$ cat src/rtl/hwcur_pkg.sv
package hwcur_pkg;
  localparam int CUR_DIM   = 64;
  localparam int ROW_BYTES = 16;

  localparam logic [2:0] SEL_CTRL = 3'd0;
  localparam logic [2:0] SEL_POS  = 3'd1;
  localparam logic [2:0] SEL_OFFS = 3'd2;
  localparam logic [2:0] SEL_HOT  = 3'd3;
  localparam logic [2:0] SEL_CLR0 = 3'd4;
  localparam logic [2:0] SEL_CLR1 = 3'd5;
  localparam logic [2:0] SEL_HTIM = 3'd6;
  localparam logic [2:0] SEL_VTIM = 3'd7;

  // active width in pixels from the horizontal display field
  function automatic logic [19:0] line_width(input logic [15:0] hdisp);
    return ({4'd0, hdisp} + 20'd1) << 3;
  endfunction

  // pattern start address after hotspot adjustment
  function automatic logic [31:0] pattern_base(input logic [31:0] offs,
                                               input logic [31:0] hot);
    return {5'd0, offs[26:0]} - {16'd0, hot[31:16]} - {12'd0, hot[15:0], 4'd0};
  endfunction

  // two-plane pixel decode
  function automatic logic [31:0] shade(input logic and_b, input logic xor_b,
                                        input logic [31:0] bg,
                                        input logic [23:0] c0,
                                        input logic [23:0] c1);
    if (and_b) return xor_b ? ~bg : bg;
    return {8'hFF, (xor_b ? c1 : c0)};
  endfunction
endpackage

$ cat src/rtl/hwcur_regs.sv
module hwcur_regs
  import hwcur_pkg::*;
#(
  parameter int AW = 12
) (
  input  logic          clk,
  input  logic          rst_n,
  input  logic          wr_en,
  input  logic [2:0]    wr_sel,
  input  logic [31:0]   wr_data,
  input  logic          frame_start,
  output logic          sh_en,
  output logic [15:0]   sh_x,
  output logic [15:0]   sh_y,
  output logic [AW-1:0] sh_base,
  output logic [23:0]   clr0,
  output logic [23:0]   clr1,
  output logic [15:0]   hdisp,
  output logic [15:0]   vdisp,
  output logic          locked
);
  logic        ctrl_q;
  logic [31:0] pos_q, offs_q, hot_q;

  assign locked = offs_q[31];

  always_ff @(posedge clk) begin
    if (!rst_n) begin
      ctrl_q <= 1'b0; pos_q <= '0; offs_q <= '0; hot_q <= '0;
      clr0 <= '0; clr1 <= '0; hdisp <= '0; vdisp <= '0;
      sh_en <= 1'b0; sh_x <= '0; sh_y <= '0; sh_base <= '0;
    end else begin
      if (wr_en) begin
        case (wr_sel)
          SEL_CTRL: ctrl_q <= wr_data[0];
          SEL_POS:  pos_q  <= wr_data;
          SEL_OFFS: offs_q <= wr_data;
          SEL_HOT:  hot_q  <= wr_data & 32'h003F_003F;
          SEL_CLR0: clr0   <= wr_data[23:0];
          SEL_CLR1: clr1   <= wr_data[23:0];
          SEL_HTIM: hdisp  <= wr_data[31:16];
          SEL_VTIM: vdisp  <= wr_data[31:16];
          default:  ;
        endcase
      end
      if (frame_start) begin
        sh_en <= ctrl_q;
        if (!offs_q[31]) begin
          sh_x    <= pos_q[31:16];
          sh_y    <= pos_q[15:0];
          sh_base <= AW'(pattern_base(offs_q, hot_q));
        end
      end
    end
  end
endmodule

$ cat src/rtl/hwcur_fetch.sv
module hwcur_fetch
  import hwcur_pkg::*;
#(
  parameter int AW = 12
) (
  input  logic          clk,
  input  logic          rst_n,
  input  logic          line_start,
  input  logic [15:0]   line_y,
  input  logic          sh_en,
  input  logic [15:0]   sh_y,
  input  logic [AW-1:0] sh_base,
  input  logic [15:0]   vdisp,
  input  logic [7:0]    mem_rdata,
  output logic          mem_rd,
  output logic [AW-1:0] mem_addr,
  output logic          row_hit,
  output logic [63:0]   and_plane,
  output logic [63:0]   xor_plane
);
  localparam int CW = $clog2(ROW_BYTES);

  logic [16:0]   dy;
  logic          hit_now;
  logic          busy, rd_q;
  logic [CW-1:0] cnt, idx_q;
  logic [AW-1:0] row_base;
  logic [7:0]    rowbuf [ROW_BYTES];

  assign dy      = {1'b0, line_y} - {1'b0, sh_y};
  assign hit_now = sh_en && (line_y >= sh_y) && (dy < 17'(CUR_DIM)) && (line_y <= vdisp);

  always_ff @(posedge clk) begin
    if (!rst_n) begin
      row_hit <= 1'b0; busy <= 1'b0; cnt <= '0; row_base <= '0;
      rd_q <= 1'b0; idx_q <= '0;
    end else begin
      rd_q  <= mem_rd;
      idx_q <= cnt;
      if (line_start) begin
        row_hit  <= hit_now;
        busy     <= hit_now;
        cnt      <= '0;
        row_base <= sh_base + {{(AW-10){1'b0}}, dy[5:0], 4'b0000};
      end else if (busy) begin
        cnt <= cnt + 1'b1;
        if (cnt == CW'(ROW_BYTES - 1)) busy <= 1'b0;
      end
    end
  end

  always_ff @(posedge clk) begin
    if (rd_q) rowbuf[idx_q] <= mem_rdata;
  end

  assign mem_rd   = busy;
  assign mem_addr = row_base + AW'(cnt);

  for (genvar b = 0; b < ROW_BYTES / 2; b++) begin : g_planes
    assign and_plane[63 - 8*b -: 8] = rowbuf[b];
    assign xor_plane[63 - 8*b -: 8] = rowbuf[b + ROW_BYTES / 2];
  end
endmodule

$ cat src/rtl/hwcur_pixel.sv
module hwcur_pixel
  import hwcur_pkg::*;
(
  input  logic        clk,
  input  logic        rst_n,
  input  logic        pix_valid,
  input  logic [15:0] pix_x,
  input  logic [31:0] pix_in,
  input  logic        row_hit,
  input  logic [15:0] sh_x,
  input  logic [63:0] and_plane,
  input  logic [63:0] xor_plane,
  input  logic [23:0] clr0,
  input  logic [23:0] clr1,
  input  logic [15:0] hdisp,
  output logic        cov,
  output logic        out_valid,
  output logic [31:0] pix_out
);
  logic [16:0] dx;
  logic [19:0] width;
  logic [5:0]  bit_idx;
  logic [31:0] blend;

  assign dx      = {1'b0, pix_x} - {1'b0, sh_x};
  assign width   = line_width(hdisp);
  assign cov     = row_hit && (pix_x >= sh_x) && (dx < 17'(CUR_DIM)) && ({4'd0, pix_x} < width);
  assign bit_idx = 6'd63 - dx[5:0];
  assign blend   = shade(and_plane[bit_idx], xor_plane[bit_idx], pix_in, clr0, clr1);

  always_ff @(posedge clk) begin
    if (!rst_n) begin
      out_valid <= 1'b0;
      pix_out   <= '0;
    end else begin
      out_valid <= pix_valid;
      if (pix_valid) pix_out <= cov ? blend : pix_in;
    end
  end
endmodule

$ cat src/rtl/hwcur_overlay.sv
module hwcur_overlay
  import hwcur_pkg::*;
#(
  parameter int AW = 12
) (
  input  logic          clk,
  input  logic          rst_n,
  input  logic          reg_wr,
  input  logic [2:0]    reg_sel,
  input  logic [31:0]   reg_wdata,
  input  logic          frame_start,
  input  logic          line_start,
  input  logic [15:0]   line_y,
  input  logic          pix_valid,
  input  logic [15:0]   pix_x,
  input  logic [31:0]   pix_in,
  output logic          out_valid,
  output logic [31:0]   pix_out,
  output logic          mem_rd,
  output logic [AW-1:0] mem_addr,
  input  logic [7:0]    mem_rdata
);
  logic          sh_en, locked, row_hit, cov;
  logic [15:0]   sh_x, sh_y, hdisp, vdisp;
  logic [AW-1:0] sh_base;
  logic [23:0]   clr0, clr1;
  logic [63:0]   and_plane, xor_plane;

  hwcur_regs #(.AW(AW)) regs_i (
    .clk(clk), .rst_n(rst_n), .wr_en(reg_wr), .wr_sel(reg_sel), .wr_data(reg_wdata),
    .frame_start(frame_start), .sh_en(sh_en), .sh_x(sh_x), .sh_y(sh_y),
    .sh_base(sh_base), .clr0(clr0), .clr1(clr1), .hdisp(hdisp), .vdisp(vdisp),
    .locked(locked)
  );

  hwcur_fetch #(.AW(AW)) fetch_i (
    .clk(clk), .rst_n(rst_n), .line_start(line_start), .line_y(line_y),
    .sh_en(sh_en), .sh_y(sh_y), .sh_base(sh_base), .vdisp(vdisp),
    .mem_rdata(mem_rdata), .mem_rd(mem_rd), .mem_addr(mem_addr),
    .row_hit(row_hit), .and_plane(and_plane), .xor_plane(xor_plane)
  );

  hwcur_pixel pixel_i (
    .clk(clk), .rst_n(rst_n), .pix_valid(pix_valid), .pix_x(pix_x), .pix_in(pix_in),
    .row_hit(row_hit), .sh_x(sh_x), .and_plane(and_plane), .xor_plane(xor_plane),
    .clr0(clr0), .clr1(clr1), .hdisp(hdisp), .cov(cov),
    .out_valid(out_valid), .pix_out(pix_out)
  );
endmodule

$ cat config.mk
export PLATFORM = sky130hd
export DESIGN_NAME = hwcur_overlay
export DESIGN_NICKNAME = d
export VERILOG_FILES = /design/src/rtl/hwcur_pkg.sv /design/src/rtl/hwcur_regs.sv /design/src/rtl/hwcur_fetch.sv /design/src/rtl/hwcur_pixel.sv /design/src/rtl/hwcur_overlay.sv
export SDC_FILE = /design/constraint.sdc
export NUM_CORES = 1
export LEC_CHECK = 0
export ABC_AREA = 1
export BUFFER_PORTS_ARGS = -buffer_cell sky130_fd_sc_hd__buf_2
export CELL_PAD_IN_SITES_DETAIL_PLACEMENT = 1
export CELL_PAD_IN_SITES_GLOBAL_PLACEMENT = 2
export CORE_MARGIN = 3
export CORE_UTILIZATION = 38
export DETAILED_ROUTE_END_ITERATION = 8
export PLACE_DENSITY = 0.9
export SLEW_MARGIN = 20
export SYNTH_ARGS = -nofsm -noshare
export SYNTH_HDL_FRONTEND = slang
export SYNTH_HIERARCHICAL = 1
export SYNTH_SLANG_ARGS = --single-unit
$ cat constraint.sdc
create_clock -name clk -period 9.55 [get_ports clk]
set_clock_uncertainty 0.05 [all_clocks]
set_input_delay 1.91 -clock clk [delete_from_list [all_inputs] [get_ports clk]]
set_output_delay 1.91 -clock clk [all_outputs]
set_load 0.05 [all_outputs]
==> results.json, run 1 <==
{
  "endpoint_kind": "flop",
  "fin_crit_ps": 5960,
  "timing.fmax_ghz": 0.168,
  "antenna_found_initial": 5,
  "ys_top_cells_by_count": "nand2_1, nor2_1, nand3_1",
  "placed_cell_area_um2": 20800,
  "post-route-period-util_pct": 62.4,
  "synthSimpleGateAreaFrac_pct": 30.0,
  "start_kind": "input port",
  "grt_usage_pct": 22.9,
  "hold_path.class": "flop to flop",
  "clock_sinks": 367,
  "clk_path_buf_depth": 3,
  "yosysTopAreaCell": "dfxtp_1",
  "clock_latency_ps": 570,
  "powerDensity_nw_per_um2": 197,
  "synthToLayoutAreaGrowth_pct": 12.9,
  "root_buffer": "clkbuf_16",
  "arrival_ps": 6320,
  "crit_type": "input port to flop",
  "final_area_um2": 22200,
  "die_area_um2": 54600,
  "yosysTopAreaCellShare_pct": 24.3,
  "first_pass_iters": 5,
  "grt_max_degree": 89,
  "fin_hold_ws_ps": 413,
  "synth_cell_types": 48,
  "post_cts_buffers": 0,
  "synth_xor_area_share_pct": 1.76,
  "via_per_inst": 5.15,
  "finalHoldViolCount": 0,
  "htreeDepth": 2,
  "cts_hold_buf": 0,
  "num_rows": 82,
  "wl_per_cell_um": 18.2,
  "wl_um": 63100,
  "antenna_left": 0,
  "synth-edff-count": 128,
  "cts_made_buffers": 43,
  "async_flop_share_pct": 0,
  "synthCells": 2659,
  "io_pins": 159,
  "port_buffers": 158,
  "p_total_w": 0.00437,
  "ys.flop_type": "dfxtp_1",
  "vias": 17800,
  "synth_top_family_by_area": "simple AND/OR/NAND/NOR gates",
  "cts-resized-gates": 0,
  "nets": 2968,
  "rsz0062_at_grt": "no",
  "cp_data_required_time_ps": 9920,
  "die_h_um": 234,
  "synth_fa_ha_area_share_pct": 6.43,
  "place.gp.congestion": 0.851,
  "setup_ws_ps": 3590,
  "tritoncts": "yes",
  "syn_nets": 2869,
  "synth-compound-area-share_pct": 8.83,
  "core_um2": 50700,
  "die_x_um": 234,
  "synth.ff_latch_count": 367,
  "yosysSeqAreaShare_pct": 43.8,
  "peakVddDrop_mv": 0.111,
  "drive_gt1_share_pct": 10.4,
  "worstMarginPinSlew_ps": 1050,
  "yosysMostFrequentCell": "nand2_1",
  "synth.area.top_cells": "dfxtp_1, edfxtp_1, nand2_1",
  "overflow": 0,
  "syn_area_per_cell_um2": 7.40,
  "preCtsSetupSlack_ps": 3140,
  "cts.reportedPaths.clkPinSlew_ps": 60,
  "drc": 0,
  "synth_warnings": 6,
  "power.leakage_nw": 10.1,
  "grt_pass1_wl_um": 99100,
  "syn_area_um2": 19700,
  "dp_hpwl_um": 44700,
  "status": "completed",
  "start_util_pct": 38.8,
  "finalSetupViolCount": 0,
  "grt_pass1_vias": 18500,
  "synth.mux.area_fraction_pct": 0,
  "maxSlewViolCount": 0,
  "relSlewSlack_pct": 30.0,
  "worstPathMaxFanout": 33,
  "fin_tns_setup_ps": 0,
  "drv_cap": 0,
  "first_iter_violations": 901
}
where the power goes:
| group | internal (W) | switching (W) | total [W] |
|---|---|---|---|
| sequential | 0.00166 | 0.0000336 | 0.00170 |
| combinational | 0.000299 | 0.000719 | 0.00102 |
| clock | 0.000997 | 0.000654 | 0.00165 |
| total | 0.00296 | 0.00141 | 0.00437 |
metrics by stage:
| step | util (%) | instances |
|---|---|---|
| 6_report | 43.8 | 3466 |
| 5_1_grt | 43.8 | 3463 |
| 4_1_cts | 43.8 | 3461 |
| 3_5_place_dp | 41.0 | 3385 |
| 3_3_place_gp | 41.0 | 3385 |
| 2_1_floorplan | - | 2659 |
flip-flops by register name, summed over array words and instances, names as in the netlist:
register and count:
fetch_i/rowbuf 128, pixel_i/pix_out 32, regs_i/pos_q 32, regs_i/clr0 24, regs_i/clr1 24, regs_i/hdisp 16, regs_i/sh_x 16, regs_i/sh_y 16
regs_i/vdisp 16, regs_i/offs_q 13, fetch_i/row_base 12, regs_i/hot_q 12, regs_i/sh_base 12, fetch_i/cnt 4, fetch_i/idx_q 4, fetch_i/mem_rd 1
fetch_i/rd_q 1, fetch_i/row_hit 1, pixel_i/out_valid 1, regs_i/ctrl_q 1, regs_i/sh_en 1
worst max-delay path, cell delays in order:
cell      delay, ps
buf_2            80
inv_1            30
ha_1            210
fa_1            490
buf_4           360
clkinv_1        930
nand3_1         410
nand3_1         110
nand3_1         140
nand3_1          90
nand3_1         130
nand2_2         370
clkinv_2        570
nand2_1         100
nor2_1          130
nand2_1          70
nand3_1          80
a21oi_1          60
routing by layer:
layer	track usage, %	wire length (um)	vias to the layer above
met1	30.0	28600	8624
met2	38.4	29700	341
met3	3.88	3030	105
met5	0	20	-
met4	7.42	1810	2
li1	-	-	8774
area by class of cell:
| type | instances | area (um^2) |
|---|---|---|
| clock inverters | 11 | 144 |
| well taps | 672 | 841 |
| fillers | 6356 | 28500 |
| multi-input cells | 1864 | 9270 |
| clock buffers | 65 | 1270 |
| inverters | 314 | 1180 |
| diodes | 5 | 12.5 |
| flip-flops and latches | 367 | 8630 |
| repair buffers | 168 | 868 |
logic make-up (layout without fill, tap and decap cells):
kind of cell / Yosys count / in the layout
flops: 367 / 367
xor+xnor: 37 / 37
other cells: 0 / 5
buf+inv: 428 / 558
fa+ha+maj: 97 / 97
simple gates: 1392 / 1392
compound gates: 338 / 338
placed cells by master, fill, tap and decap left out, types with 15 or more instances in the layout:
cell	count
a21oi_1	133
buf_2	157
clkbuf_16	44
dfxtp_1	239
edfxtp_1	128
ha_1	90
inv_1	295
inv_2	15
nand2_1	562
nand2_2	18
nand3_1	301
nand3b_1	31
nor2_1	434
o21ai_0	172
o21ai_1	17
xor2_1	26
path summary, 6_finish.rpt:
| path | startpoint | to | slack (ps) | depth (start not counted) |
|---|---|---|---|---|
| max reg2reg | regs_i/sh_x[0] | pixel_i/pix_out[2] | 4650 | 15 |
| min | pixel_i/pix_out[28] | pixel_i/pix_out[28] | 410 | 2 |
| min reg2reg | pixel_i/pix_out[28] | pixel_i/pix_out[28] | 410 | 2 |
| max | pix_x[0] | pixel_i/pix_out[29] | 3590 | 18 |
No activity file was read; power rests on OpenSTA's default activity.
==> run 2, diff against run 1 <==
--- a/config.mk
+++ b/config.mk
@@ -5,14 +5,14 @@
 export SDC_FILE = /design/constraint.sdc
 export NUM_CORES = 1
 export LEC_CHECK = 0
-export ABC_AREA = 1
+export ABC_AREA = 0
 export BUFFER_PORTS_ARGS = -buffer_cell sky130_fd_sc_hd__buf_2
 export CELL_PAD_IN_SITES_DETAIL_PLACEMENT = 1
 export CELL_PAD_IN_SITES_GLOBAL_PLACEMENT = 2
 export CORE_MARGIN = 3
-export CORE_UTILIZATION = 38
+export CORE_UTILIZATION = 35
 export DETAILED_ROUTE_END_ITERATION = 8
-export PLACE_DENSITY = 0.9
+export PLACE_DENSITY = 0.81
 export SLEW_MARGIN = 20
 export SYNTH_ARGS = -nofsm -noshare
 export SYNTH_HDL_FRONTEND = slang
==> constraint.sdc (replaced) <==
create_clock -name clk -period 4.9 [get_ports clk]
set_clock_uncertainty 0.05 [all_clocks]
set_input_delay 0.98 -clock clk [delete_from_list [all_inputs] [get_ports clk]]
set_output_delay 0.98 -clock clk [all_outputs]
set_load 0.05 [all_outputs]
==> results.json, run 2 <==
{
  "cts_hold_buf": 0,
  "r2r_slack_ps": 830,
  "mostFrequentLayoutCells": "nand2_1, dfxtp_1, buf_2",
  "cts-resized-gates": 0,
  "power.leakage_nw": 7.85,
  "grt_max_degree": 105,
  "cp_slowest_cell": "fa_1",
  "placed_cell_area_um2": 20100,
  "drv_cap": 0,
  "cp_slowest_stage_delay_ps": 540,
  "hold_path.class": "flop to flop",
  "grt_usage_pct": 19.5,
  "dp_hpwl_um": 40400,
  "via_per_inst": 5.28,
  "arrival_ps": 4590,
  "first_iter_violations": 693,
  "core_um2": 52000,
  "cts_made_buffers": 41,
  "vias": 14500,
  "fin_tns_setup_ps": 0,
  "synth_cell_types": 87,
  "layout.cells.most_common": "nand2_1",
  "yosysMostFrequentCell": "nand2_1",
  "final_util_pct": 41.1,
  "start_util_pct": 35.8,
  "wl_per_cell_um": 20.4,
  "grt_pass1_wl_um": 87000,
  "worstPathMaxFanout": 32,
  "largest_register": "fetch_i/rowbuf",
  "syn_area_um2": 18600,
  "largest_register_ffs": 128,
  "wl_um": 56000,
  "powerDensity_nw_per_um2": 347,
  "root_buffer": "clkbuf_16",
  "antenna_found_initial": 0,
  "finalHoldViolCount": 0,
  "overflow": 0,
  "cp_data_required_time_ps": 5230,
  "status": "completed",
  "timing.fmax_ghz": 0.235,
  "finalSetupViolCount": 0,
  "async_flop_share_pct": 0,
  "grt_pass1_vias": 15300,
  "post_cts_buffers": 0,
  "rsz0062_at_grt": "no",
  "post-route-period-util_pct": 87.0,
  "fin_crit_ps": 4260,
  "synth-edff-count": 128,
  "antenna_left": 0,
  "yosysTopAreaCell": "dfxtp_1",
  "synth.ff_latch_count": 367,
  "die_x_um": 237,
  "ys_top_cells_by_count": "nand2_1, dfxtp_1, edfxtp_1",
  "num_rows": 83,
  "synth_warnings": 6,
  "syn_nets": 2126,
  "peakVddDrop_mv": 0.204,
  "syn_area_per_cell_um2": 9.73,
  "die_area_um2": 56000,
  "clock_sinks": 367,
  "clk_path_buf_depth": 3,
  "tritoncts": "yes",
  "largestRegisters": "fetch_i/rowbuf x128, pixel_i/pix_out x32, regs_i/pos_q x32",
  "first_pass_iters": 5,
  "crit_chain": "buf_2 > inv_1 > ha_2 > fa_1 > buf_12 > mux4_2 > mux4_2 > a22oi_2 > nand2_1 > a2111o_1 > buf_12 > a32oi_1 > o221ai_1",
  "yosysSeqAreaShare_pct": 46.3,
  "yosysTopAreaCellShare_pct": 25.7,
  "place.gp.congestion": 0.814,
  "port_buffers": 158,
  "synthCells": 1916,
  "ys.flop_type": "dfxtp_1",
  "maxSlewViolCount": 0,
  "io_pins": 159,
  "final_area_um2": 21400,
  "nets": 2246,
  "synth.area.top_cells": "dfxtp_1, edfxtp_1, nand2_1",
  "crit_type": "input port to flop",
  "drive_gt1_share_pct": 16.3,
  "endpoint_kind": "flop",
  "synthToLayoutAreaGrowth_pct": 14.8,
  "clock_latency_ps": 560,
  "relSlewSlack_pct": 30.7,
  "die_h_um": 237,
  "cts.reportedPaths.clkPinSlew_ps": 60,
  "htreeDepth": 2,
  "start_kind": "input port",
  "worstMarginPinSlew_ps": 1040,
  "drc": 0
}
-- run 2: changes by cell type after synthesis, moves of 37 or more --
cell and delta:
a21boi_0 +122, a21boi_1 +49, a21oi_1 -75, inv_1 -193, mux4_2 +37, nand2_1 -115, nand3_1 -277, nor2_1 -371
o21ai_0 -134
-- run 2: worst max-delay path: cells and delay by family --
family          cells  cell delay (ps)
compound gates      4             1190
mux                 2              870
fa+ha+maj           2              740
buf+inv             4              530
simple gates        1              240
-- run 2: kinds of logic after synthesis --
family	synth area share (%)
XOR/XNOR	2.39
flip-flops	46.3
buffers and inverters	4.59
AO/OA/AOI/OAI	17.9
adder cells (fa/ha/maj)	6.80
multiplexers	5.72
AND/OR/NAND/NOR	16.3
-- run 2: power breakdown --
group / total (W) / switching, W / internal [W]
Combinational: 0.00110 / 0.000693 / 0.000409
Sequential: 0.00327 / 0.0000494 / 0.00322
Clock: 0.00306 / 0.00126 / 0.00180
-- run 2: path summary, 6_finish.rpt --
kind | start | endpoint | depth (start not counted)
worst max register to register | regs_i/sh_x[0] | pixel_i/pix_out[8] | 11
worst max-delay path | pix_x[0] | pixel_i/pix_out[8] | 13
worst min-delay path | regs_i/pos_q[28] | regs_i/sh_x[12] | 2
worst min register to register | regs_i/pos_q[28] | regs_i/sh_x[12] | 2
-- run 2: layer usage --
metal	track usage, %	share of wire [%]	vias to the layer above
met5	0	0	-
met2	35.0	51	192
met3	2.89	3.2	78
met1	24.4	43	7211
li1	-	-	7015
met4	5.48	2.7	0
-- run 2: area by class of cell --
| type | count | area [um^2] |
|---|---|---|
| Antenna cell | 1 | 2.50 |
| Clock buffer | 53 | 1100 |
| Clock inverter | 19 | 211 |
| Fill cell | 5951 | 30600 |
| Inverter | 104 | 390 |
| Multi-Input combinational cell | 1345 | 9200 |
| Sequential cell | 367 | 8630 |
| Tap cell | 680 | 851 |
| Timing Repair Buffer | 177 | 1010 |
-- run 2: stage by stage --
step                      hold WS [ps]  setup slack, ps  total power (W)  cells
after floorplan                    380              334          0.00407   1916
after global placement             390              240          0.00441   2673
after detailed placement           396             70.1          0.00444   2673
after CTS                          404              659          0.00753   2745
after global routing               431              593          0.00776   2745
final                              396              636          0.00743   2746
==> run 3, diff against run 2 <==
--- a/config.mk
+++ b/config.mk
@@ -12,7 +12,7 @@
 export CORE_MARGIN = 3
 export CORE_UTILIZATION = 35
 export DETAILED_ROUTE_END_ITERATION = 8
-export PLACE_DENSITY = 0.81
+export PLACE_DENSITY = 0.84
 export SLEW_MARGIN = 20
 export SYNTH_ARGS = -nofsm -noshare
 export SYNTH_HDL_FRONTEND = slang
==> results.json, run 3 (synthesized netlist as in run 2, its figures left out) <==
{
  "core_um2": 52000,
  "setup_ws_ps": 617,
  "clk_path_buf_depth": 3,
  "fin_tns_setup_ps": 0,
  "htreeDepth": 2,
  "endpoint_kind": "flop",
  "cts.reportedPaths.clkPinSlew_ps": 60,
  "post_cts_buffers": 0,
  "drc": 0,
  "top_usage_layer": "met2",
  "first_pass_iters": 5,
  "place.gp.congestion": 0.817,
  "num_rows": 83,
  "first_iter_violations": 741,
  "cts_hold_buf": 0,
  "io_pins": 159,
  "relSlewSlack_pct": 26.8,
  "preCtsSetupSlack_ps": 5.10,
  "via_per_inst": 5.32,
  "groute.layer.met1.usage_pct": 23.8,
  "mostFrequentLayoutCells": "nand2_1, dfxtp_1, buf_2",
  "maxSlewViolCount": 0,
  "multi_input_area_um2": 9190,
  "finalSetupViolCount": 0,
  "register_area_um2": 8630,
  "post-route-period-util_pct": 87.4,
  "rsz0062_at_grt": "no",
  "power.leakage_nw": 7.84,
  "largest_register_ffs": 128,
  "fin_crit_ps": 4280,
  "drive_gt1_share_pct": 16.0,
  "antenna_found_initial": 4,
  "die_area_um2": 56000,
  "layout.cells.most_common": "nand2_1",
  "status": "completed",
  "synthToLayoutAreaGrowth_pct": 14.7,
  "timing.fmax_ghz": 0.233,
  "arrival_ps": 4600,
  "final_area_um2": 21400,
  "finalHoldViolCount": 0,
  "die_h_um": 237,
  "global_route.usage.met3_pct": 3.04,
  "dp_hpwl_um": 40400,
  "vias": 14600,
  "root_buffer": "clkbuf_16",
  "crit_type": "input port to flop",
  "fillers": 5945,
  "cp_data_required_time_ps": 5220,
  "grt_usage_pct": 19.5,
  "grt_pass1_wl_um": 87300,
  "worstMarginPinSlew_ps": 1090,
  "met2_usage_pct": 35.5,
  "nets": 2245,
  "hold_path.class": "flop to flop",
  "grt_max_degree": 110,
  "cts-resized-gates": 0,
  "largest_register": "fetch_i/rowbuf",
  "wl_per_cell_um": 20.5,
  "powerDensity_nw_per_um2": 347,
  "fin_hold_ws_ps": 401,
  "die_x_um": 237,
  "clock_sinks": 367,
  "drv_cap": 0,
  "largestRegisters": "fetch_i/rowbuf x128, pixel_i/pix_out x32, regs_i/pos_q x32",
  "placed_cell_area_um2": 20000,
  "grt_pass1_vias": 15600,
  "worstPathMaxFanout": 32,
  "tritoncts": "yes",
  "antenna_left": 0,
  "start_kind": "input port",
  "clock_latency_ps": 560,
  "start_util_pct": 35.8,
  "port_buffers": 158,
  "peakVddDrop_mv": 0.248,
  "overflow": 0,
  "cts_made_buffers": 42,
  "wl_um": 56400
}
[run 3: cell count changes in the layout (fill, tap and decap cells not counted), moves of 2 or more]
cell / previous run / this run
clkinv_4: 2 / 0
clkbuf_1: 9 / 13
clkinvlp_4: 2 / 0
diode_2: 1 / 4
[run 3: final timing paths]
check	start	end	slack, ps	cells past startpoint
setup reg to reg	regs_i/sh_x[0]	pixel_i/pix_out[16]	790	12
hold reg to reg	regs_i/clr1[14]	regs_i/clr1[14]	400	2
hold / removal	regs_i/clr1[14]	regs_i/clr1[14]	400	2
setup / recovery	pix_x[0]	pixel_i/pix_out[16]	620	14
[run 3: worst max-delay path, cell delays in order]
cell and delay (ps):
buf_2 70, inv_1 30, ha_2 200, fa_1 450
xnor2_2 630, nand2_1 140, a21oi_1 160, a31oi_1 60
and4_1 250, or4_4 590, a2111o_1 430, buf_12 190
a32oi_1 220, o221ai_1 180
[run 3: layout make-up]
type                            instances  area share, %
Timing Repair Buffer                  175           4.60
Multi-Input combinational cell       1345           43.0
Sequential cell                       367           40.4
Tap cell                              680           3.98
Antenna cell                            4         0.0468
Inverter                              104           1.83
Clock inverter                         14          0.755
Clock buffer                           59           5.40
[run 3: through the flow]
step	instances	util (%)	total power (W)
after detailed placement	2671	38.5	0.00443
after global placement	2671	38.5	0.00439
after CTS	2744	41.0	0.00751
after global routing	2747	41.1	0.00772
final	2748	41.1	0.00741
after floorplan	1916	-	0.00407
[run 3: routing by layer]
metal	wire, um	part of all wire, %	vias up
li1	-	-	7019
met1	24100	43	7314
met2	29000	51	224
met3	1970	3.5	73
met4	1340	2.4	0
met5	0	0	-
[run 3: power breakdown]
group | switching (W) | total, W | internal (W)
Clock | 0.00125 | 0.00305 | 0.00180
Combinational | 0.000691 | 0.00109 | 0.000402
Sequential | 0.0000512 | 0.00327 | 0.00322
Total | 0.00199 | 0.00741 | 0.00542
